--- src/rtl/pll_mode_pkg.sv ---
// Shared types for the PLL operating mode controller.
// Assumes the mode register is three bits wide; codes 5..7 are unused.
package pll_mode_pkg;
    typedef enum logic [2:0] {
        MODE_INIT   = 3'd0,
        MODE_FREE   = 3'd1,
        MODE_ACQ    = 3'd2,
        MODE_LOCKED = 3'd3,
        MODE_HOLD   = 3'd4
    } pll_mode_e;
endpackage

--- src/rtl/pll_lowest_pick.sv ---
// Priority encoder: reports whether any request bit is set and the index
// of the lowest-numbered one. Purely combinational.
module pll_lowest_pick #(
    parameter int NUM_IN = 4,
    localparam int SEL_W = (NUM_IN > 1) ? $clog2(NUM_IN) : 1
) (
    input  logic [NUM_IN-1:0] req,
    output logic              found,
    output logic [SEL_W-1:0]  idx
);
    // Scan from the top down so the lowest set bit is written last.
    always_comb begin
        found = 1'b0;
        idx   = '0;
        for (int i = NUM_IN - 1; i >= 0; i--) begin
            if (req[i]) begin
                found = 1'b1;
                idx   = SEL_W'(i);
            end
        end
    end
endmodule

--- src/rtl/pll_input_picker.sv ---
// Works out which inputs may be used (automatic or manual selection),
// whether the currently selected input is still usable, and the best
// first choice and alternative choice. Assumes in_valid is already
// qualified and synchronous to clk.
module pll_input_picker #(
    parameter int NUM_IN = 4,
    localparam int SEL_W = (NUM_IN > 1) ? $clog2(NUM_IN) : 1
) (
    input  logic [NUM_IN-1:0] in_valid,
    input  logic              auto_sel,
    input  logic [SEL_W-1:0]  man_sel,
    input  logic [SEL_W-1:0]  cur_sel,
    output logic              any_elig,
    output logic [SEL_W-1:0]  first_idx,
    output logic              cur_ok,
    output logic              alt_any,
    output logic [SEL_W-1:0]  alt_idx
);
    logic [NUM_IN-1:0] man_hit;
    logic [NUM_IN-1:0] cur_hit;
    logic [NUM_IN-1:0] elig;
    logic [NUM_IN-1:0] alt_req;

    // One-hot decode of the manual index and of the current selection.
    for (genvar g = 0; g < NUM_IN; g++) begin : g_hit
        assign man_hit[g] = (man_sel == SEL_W'(g));
        assign cur_hit[g] = (cur_sel == SEL_W'(g));
    end

    // Eligibility mask depends on the selection policy.
    always_comb begin
        elig = auto_sel ? in_valid : (in_valid & man_hit);
    end

    assign cur_ok  = |(elig & cur_hit);
    assign alt_req = elig & ~cur_hit;

    pll_lowest_pick #(.NUM_IN(NUM_IN)) u_first (
        .req   (elig),
        .found (any_elig),
        .idx   (first_idx)
    );

    pll_lowest_pick #(.NUM_IN(NUM_IN)) u_alt (
        .req   (alt_req),
        .found (alt_any),
        .idx   (alt_idx)
    );
endmodule

--- src/rtl/pll_mode_fsm.sv ---
// Mode state machine and selected-input register. Every transition takes
// one clock. Hard reset is synchronous active-low; soft reset overrides
// every transition except while still in init.
module pll_mode_fsm
    import pll_mode_pkg::*;
#(
    parameter int NUM_IN = 4,
    localparam int SEL_W = (NUM_IN > 1) ? $clog2(NUM_IN) : 1
) (
    input  logic             clk,
    input  logic             rst_n,
    input  logic             soft_rst,
    input  logic             init_done,
    input  logic             lock_ok,
    input  logic             hist_valid,
    input  logic             any_elig,
    input  logic [SEL_W-1:0] first_idx,
    input  logic             cur_ok,
    input  logic             alt_any,
    input  logic [SEL_W-1:0] alt_idx,
    output pll_mode_e        mode_q,
    output logic [SEL_W-1:0] sel_q
);
    pll_mode_e        mode_d;
    logic [SEL_W-1:0] sel_d;

    // Next-state decision, including the failure chain for a lost input.
    always_comb begin
        mode_d = mode_q;
        sel_d  = sel_q;
        unique case (mode_q)
            MODE_INIT: begin
                if (init_done) mode_d = MODE_FREE;
            end
            MODE_FREE, MODE_HOLD: begin
                if (any_elig) begin
                    mode_d = MODE_ACQ;
                    sel_d  = first_idx;
                end
            end
            MODE_ACQ, MODE_LOCKED: begin
                if (!cur_ok) begin
                    if (alt_any) begin
                        mode_d = MODE_ACQ;
                        sel_d  = alt_idx;
                    end else if (hist_valid) begin
                        mode_d = MODE_HOLD;
                    end else begin
                        mode_d = MODE_FREE;
                    end
                end else if (mode_q == MODE_ACQ && lock_ok) begin
                    mode_d = MODE_LOCKED;
                end
            end
            default: mode_d = MODE_INIT;
        endcase
        if (soft_rst && mode_q != MODE_INIT) begin
            mode_d = MODE_FREE;
            sel_d  = '0;
        end
    end

    // State registers with synchronous hard reset.
    always_ff @(posedge clk) begin
        if (!rst_n) begin
            mode_q <= MODE_INIT;
            sel_q  <= '0;
        end else begin
            mode_q <= mode_d;
            sel_q  <= sel_d;
        end
    end
endmodule

--- src/rtl/pll_mode_out.sv ---
// Output decode from the registered mode: bandwidth code select,
// loss-of-lock flag and output clock enable. Combinational.
module pll_mode_out
    import pll_mode_pkg::*;
#(
    parameter int BW_W = 4
) (
    input  pll_mode_e        mode_q,
    input  logic             fastlock_en,
    input  logic [BW_W-1:0]  bw_normal,
    input  logic [BW_W-1:0]  bw_fast,
    output logic [BW_W-1:0]  bw_active,
    output logic             lol_n,
    output logic             clk_out_en
);
    // Wide bandwidth only while acquiring with fastlock allowed.
    always_comb begin
        bw_active = (mode_q == MODE_ACQ && fastlock_en) ? bw_fast : bw_normal;
    end

    assign lol_n      = (mode_q == MODE_LOCKED);
    assign clk_out_en = (mode_q != MODE_INIT);
endmodule

--- src/rtl/pll_mode_ctrl.sv ---
// Top of one PLL channel's operating mode controller. Ties together the
// input picker, the mode state machine and the output decode. One
// instance per channel; resets and fastlock enable are per instance.
module pll_mode_ctrl
    import pll_mode_pkg::*;
#(
    parameter int NUM_IN = 4,
    parameter int BW_W   = 4,
    localparam int SEL_W = (NUM_IN > 1) ? $clog2(NUM_IN) : 1
) (
    input  logic              clk,
    input  logic              rst_n,
    input  logic              soft_rst,
    input  logic              init_done,
    input  logic [NUM_IN-1:0] in_valid,
    input  logic              auto_sel,
    input  logic [SEL_W-1:0]  man_sel,
    input  logic              lock_ok,
    input  logic              hist_valid,
    input  logic              fastlock_en,
    input  logic [BW_W-1:0]   bw_normal,
    input  logic [BW_W-1:0]   bw_fast,
    output logic [2:0]        mode,
    output logic [SEL_W-1:0]  sel_idx,
    output logic [BW_W-1:0]   bw_active,
    output logic              lol_n,
    output logic              clk_out_en
);
    pll_mode_e        mode_q;
    logic [SEL_W-1:0] sel_q;
    logic             any_elig;
    logic [SEL_W-1:0] first_idx;
    logic             cur_ok;
    logic             alt_any;
    logic [SEL_W-1:0] alt_idx;

    pll_input_picker #(.NUM_IN(NUM_IN)) u_pick (
        .in_valid  (in_valid),
        .auto_sel  (auto_sel),
        .man_sel   (man_sel),
        .cur_sel   (sel_q),
        .any_elig  (any_elig),
        .first_idx (first_idx),
        .cur_ok    (cur_ok),
        .alt_any   (alt_any),
        .alt_idx   (alt_idx)
    );

    pll_mode_fsm #(.NUM_IN(NUM_IN)) u_fsm (
        .clk        (clk),
        .rst_n      (rst_n),
        .soft_rst   (soft_rst),
        .init_done  (init_done),
        .lock_ok    (lock_ok),
        .hist_valid (hist_valid),
        .any_elig   (any_elig),
        .first_idx  (first_idx),
        .cur_ok     (cur_ok),
        .alt_any    (alt_any),
        .alt_idx    (alt_idx),
        .mode_q     (mode_q),
        .sel_q      (sel_q)
    );

    pll_mode_out #(.BW_W(BW_W)) u_out (
        .mode_q      (mode_q),
        .fastlock_en (fastlock_en),
        .bw_normal   (bw_normal),
        .bw_fast     (bw_fast),
        .bw_active   (bw_active),
        .lol_n       (lol_n),
        .clk_out_en  (clk_out_en)
    );

    assign mode    = mode_q;
    assign sel_idx = sel_q;
endmodule

--- config.mk ---
export PLATFORM = sky130hd
export DESIGN_NAME = pll_mode_ctrl
export DESIGN_NICKNAME = d
export VERILOG_FILES = /design/src/rtl/pll_mode_pkg.sv /design/src/rtl/pll_lowest_pick.sv /design/src/rtl/pll_input_picker.sv /design/src/rtl/pll_mode_fsm.sv /design/src/rtl/pll_mode_out.sv /design/src/rtl/pll_mode_ctrl.sv
export SDC_FILE = /design/constraint.sdc
export NUM_CORES = 1
export LEC_CHECK = 0
export BUFFER_PORTS_ARGS = -buffer_cell sky130_fd_sc_hd__buf_2
export CAP_MARGIN = 15
export CORE_MARGIN = 4
export CORE_UTILIZATION = 40
export DETAILED_ROUTE_END_ITERATION = 12
export HOLD_SLACK_MARGIN = 0.06
export MAX_ROUTING_LAYER = met4
export PLACE_DENSITY = 0.74
export SLEW_MARGIN = 30
export SYNTH_ARGS = -nofsm -noshare
export SYNTH_HDL_FRONTEND = slang
export SYNTH_SLANG_ARGS = --single-unit
--- constraint.sdc ---
create_clock -name clk -period 1.7 [get_ports clk]
set_input_delay 0.34 -clock clk [delete_from_list [all_inputs] [get_ports clk]]
set_output_delay 0.34 -clock clk [all_outputs]
set_load 0.05 [all_outputs]
Yosys cells after proc, flatten, opt, wreduce, memory -nomap -nowiden. Index checks and enable logic that the tools add are counted. Widths: inputs -> output; s select.

Logic and storage cells: 71. Output and inout port bits: 11. Input port bits: 22. Bits in registers: 5.

Multiplexer cells: 30. Bitwise logic cells: 5. Equal/unequal tests: 18. Reduce and logical (&&, ||, !) cells: 15.

Operators by type and width (count): $mux 2 (11); $mux 3 (6); $and 4x4->4 (3); $mux 1 (9); $pmux 3 s3 (1); $eq 2x2->1 const B (4); $mux 4 (2); $ne 2x2->1 const B (4); $eq 3x2->1 const B (2); $ne 3x2->1 const B (2); $reduce_and 3->1 (2); $reduce_or 2->1 (3); $eq 2x1->1 const B (2); $logic_not 2->1 (2); $ne 4x4->1 const B (1); $not 4->4 (1); $pmux 2 s2 (1); $reduce_and 4->1 (1); $reduce_or 4->1 (1); $eq 3x1->1 const B (1); $eq 3x3->1 const B (1); $logic_and 1x1->1 (3); $logic_not 3->1 (1); $ne 3x3->1 const B (1); 3 further kinds (3).

Longest topological paths before layout.
Word-level depth: 12. Mapped depth: 7. Depth with buffers taken out: 6.

Hierarchy. Synthesis repeated with hierarchy kept, for this count alone.

Cell total of the unflattened synthesis: 70. Area, all modules: 569.3 um^2.

Modules (own cells, without submodules): pll_mode_fsm (instances 1, sequential area each 100.1 um^2, area an instance 314.1 um^2, cells each 35); pll_input_picker (instances 1, sequential area each 0.0 um^2, area an instance 106.4 um^2, cells each 14); pll_mode_out (instances 1, sequential area each 0.0 um^2, area an instance 78.8 um^2, cells each 7); pll_lowest_pick (instances 2, sequential area each 0.0 um^2, area an instance 35.0 um^2, cells each 7).

Least setup slack after synthesis. No wires, ideal clock.

Path type: reg-to-output. Start point: register u_fsm.mode_q[1]. End point: output bw_active[0]. Path slack: -0.551 ns. Buffers on the path: 1. Arrival: 1.911 ns. Stages on the path, launching flop included: 5. Required time: 1.360 ns. Cells stage by stage: dfxtp_1 buf_2 nand2_1 nor3b_1 mux2_2.

Cells in the longest elaborated chain, start to end: 3.

RTL lines: from (decl) (RTL line pll_mode_fsm.sv:21) `output pll_mode_e mode_q,`; from (signal assigned) (RTL line pll_mode_fsm.sv:69) `mode_q <= mode_d;`; $eq 3x2->1 (RTL line pll_mode_out.sv:18) `bw_active = (mode_q == MODE_ACQ && fastlock_en) ? bw_fast : bw_normal;`; $logic_and 1x1->1 (RTL line pll_mode_out.sv:18); $mux 4 (RTL line pll_mode_out.sv:18); to (decl) (RTL line pll_mode_ctrl.sv:25) `output logic [BW_W-1:0] bw_active,`.

No other way between the ends.

Worst setup path after layout.
Start point: register u_fsm.mode_q[2]. End point: output bw_active[2].

Same word-level chain as after synthesis.

==> impl_metrics.py <==
metrics = {
    "detailed_routing": {
        "wl_per_cell_um": 13.0,
        "vias": 847,
        "drcViolationCount": 0,
        "routed_wl_mm": 1.97,
        "avgViaCountPerCell": 5.57,
        "drtAntennaViolNets": 0,
        "firstDrtPassIters": 4,
        "dr.first_iter.drc_count": 25,
    },
    "synth": {
        "syn_area_per_cell_um2": 7.22,
        "yosys_warnings": 0,
        "synth_top_area_frac": 0.151,
        "synth_area_leaders": "dfxtp_1 15%, mux2i_1 7.5%, mux2_2 6.8%",
        "syn_nets": 114,
        "synthCells": 92,
        "synth-edff-count": 0,
        "synthesis.area_um2": 664,
        "synth_seq_cells": 5,
        "yosysUniqueCellTypes": 42,
        "synth_top_cell_by_area": "dfxtp_1",
        "ys.flop_type": "dfxtp_1",
        "async_flop_share": 0,
        "ys_seq_area_frac": 0.151,
    },
    "cts": {
        "ctsHoldBuffers": 0,
        "cts_buffer_depth": 2,
        "clk_pin_slew_worst_paths_ns": 0.05,
        "cts_tree": "done",
        "h-tree-depth": 1,
        "clkLatencyLatePin_ns": 0.24,
        "root_buffer": "clkbuf_4",
        "cts_made_buffers": 3,
        "clock_sinks": 5,
    },
    "timing": {
        "drv_slew": 0,
        "period_needed_ns": 1.85,
        "clock_skew_ns": 0.000212,
        "worst_slew_pin_slew_ns": 0.359,
        "fmax_mhz": 541,
        "hold_slack_ns": 0.370,
        "max_slew_margin": 0.754,
        "fin_ws_ns": -0.147,
        "fin_crit_sh": 1.09,
        "rsz0062_at_grt": "true",
        "hold_viol_final": 0,
        "setup_viol": 4,
    },
    "setup_path": {
        "required_ns": 1.36,
        "crit_path_end_kind": "primary output",
        "path_max_fanout": 4,
        "arrival_ns": 1.51,
        "crit_path_start_kind": "flip-flop",
        "path_class": "reg2out",
    },
    "placement": {
        "place_congestion": 0.784,
        "portBuffers": 32,
        "dp.cells": 147,
        "dpl.hpwl_mm": 1.61,
        "place_ws_ns": -0.0933,
    },
    "status": {
        "status": "finished with violations",
        "violations": "negative setup slack",
    },
    "global_route": {
        "grt_pass1_wl_mm": 3.38,
        "overflow": 0,
        "antenna_found_initial": 0,
        "grt_pass1_vias": 794,
        "grt_use_total": 0.172,
        "grt_max_degree": 11,
    },
    "final_layout": {
        "final_common_cell": "buf_2",
        "drive_gt1_frac": 0.493,
        "final_cell_mix": "27 x buf_2, 13 x buf_4, 10 x nand2_1",
        "area_delta_synth_final_pct": 52.7,
        "instances_no_fill": 152,
        "final_core_util": 0.658,
        "fin_nets": 159,
        "area.sequential_um2": 111,
        "antennaDiodeCount": 0,
        "fillCellCount": 142,
        "multiInputGateArea_um2": 543,
    },
    "hold_path": {
        "worst_hold_path_type": "in2reg",
    },
    "die": {
        "placementRows": 14,
        "start_util": 0.431,
        "core_um2": 1540,
        "dieArea_um2": 2380,
        "die_h_um": 48.8,
        "io_pins": 33,
        "die_w_um": 48.8,
    },
    "pwr": {
        "p_leak_nw": 0.475,
        "irDropWorstVdd_mv": 0.536,
        "power_density_nw_per_um2": 848,
    },
    "job": {
        "maxCapViolCount": 0,
    },
}
[per-layer routing]
metal | track usage | vias to the layer above | routed length, um
met1 | 0.225 | 382 | 861
met3 | 0.0215 | 2 | 137
met4 | 0.0628 | 0 | 14
met2 | 0.270 | 35 | 955
met5 | - | - | 0
li1 | - | 428 | -
[timing repair]
action	in CTS	in global routing
endpoints found under the setup margin	4	5
gates cloned	0	0
setup buffers	1	0
resized for setup	12	1
pin swaps	2	1
[synth_stat cells (2+ instances only)]
master and number:
and2_1 2, mux2i_1 5, buf_6 2, dfxtp_1 5
inv_1 6, o21ai_0 6, nor2_1 7, nand2_1 12
nand3_1 3, nor2b_1 2, mux2_2 4, clkbuf_1 2
a21oi_1 4, o21ai_1 3, a211oi_1 2
[where the power goes]
group          total [mW]  switching [mW]  leakage, nW  internal, mW
logic               0.543           0.331        0.417         0.212
clock network       0.141          0.0522       0.0150        0.0890
registers           0.177          0.0349       0.0435         0.142
total               0.861           0.418        0.475         0.443
[flip-flops by register name, indices dropped and copies added, names as in the netlist]
register,count
u_fsm.mode_q,3
u_fsm.sel_q,2
[cell families after synthesis]
family	synth area share
xor gates and xnor gates	0.0132
adders and majority gates	0.0151
muxes	0.143
AOI/OAI and AO/OA	0.322
buffers and inverters	0.0866
DFF	0.151
and+or+nand+nor	0.269
[worst max-delay path, stage by stage (launching register included)]
cell	delay (ns)
dfxtp_4	0.34
inv_4	0.06
nand2_4	0.05
nor3b_4	0.32
mux2_4	0.34
buf_8	0.15
[stage by stage]
step           setup TNS (ns)  power [mW]  instance area (um^2)
2_1_floorplan               0       0.570                   714
3_3_place_gp           -0.136       0.693                   942
3_5_place_dp           -0.212       0.699                   942
4_1_cts                -0.653       0.859                  1010
5_1_grt                -0.787       0.921                  1010
6_report               -0.573       0.861                  1010
[area by class of cell]
class                           count  area share
Clock buffer                        4      0.0259
Sequential cell                     5       0.110
Multi-Input combinational cell     76       0.535
Timing Repair Buffer               45       0.285
Inverter                            6      0.0247
Tap cell                           16      0.0197
[final timing paths]
check                  startpoint              end  slack (ns)  depth (start not counted)
setup / recovery  u_fsm.mode_q[2]     bw_active[2]       -0.15                          5
hold / removal         hist_valid  u_fsm.mode_q[2]        0.37                          3
setup reg to reg   u_fsm.sel_q[0]   u_fsm.sel_q[0]        0.17                          6
hold reg to reg    u_fsm.sel_q[1]   u_fsm.sel_q[1]        0.53                          2
Power figures use the tool's default switching activity.
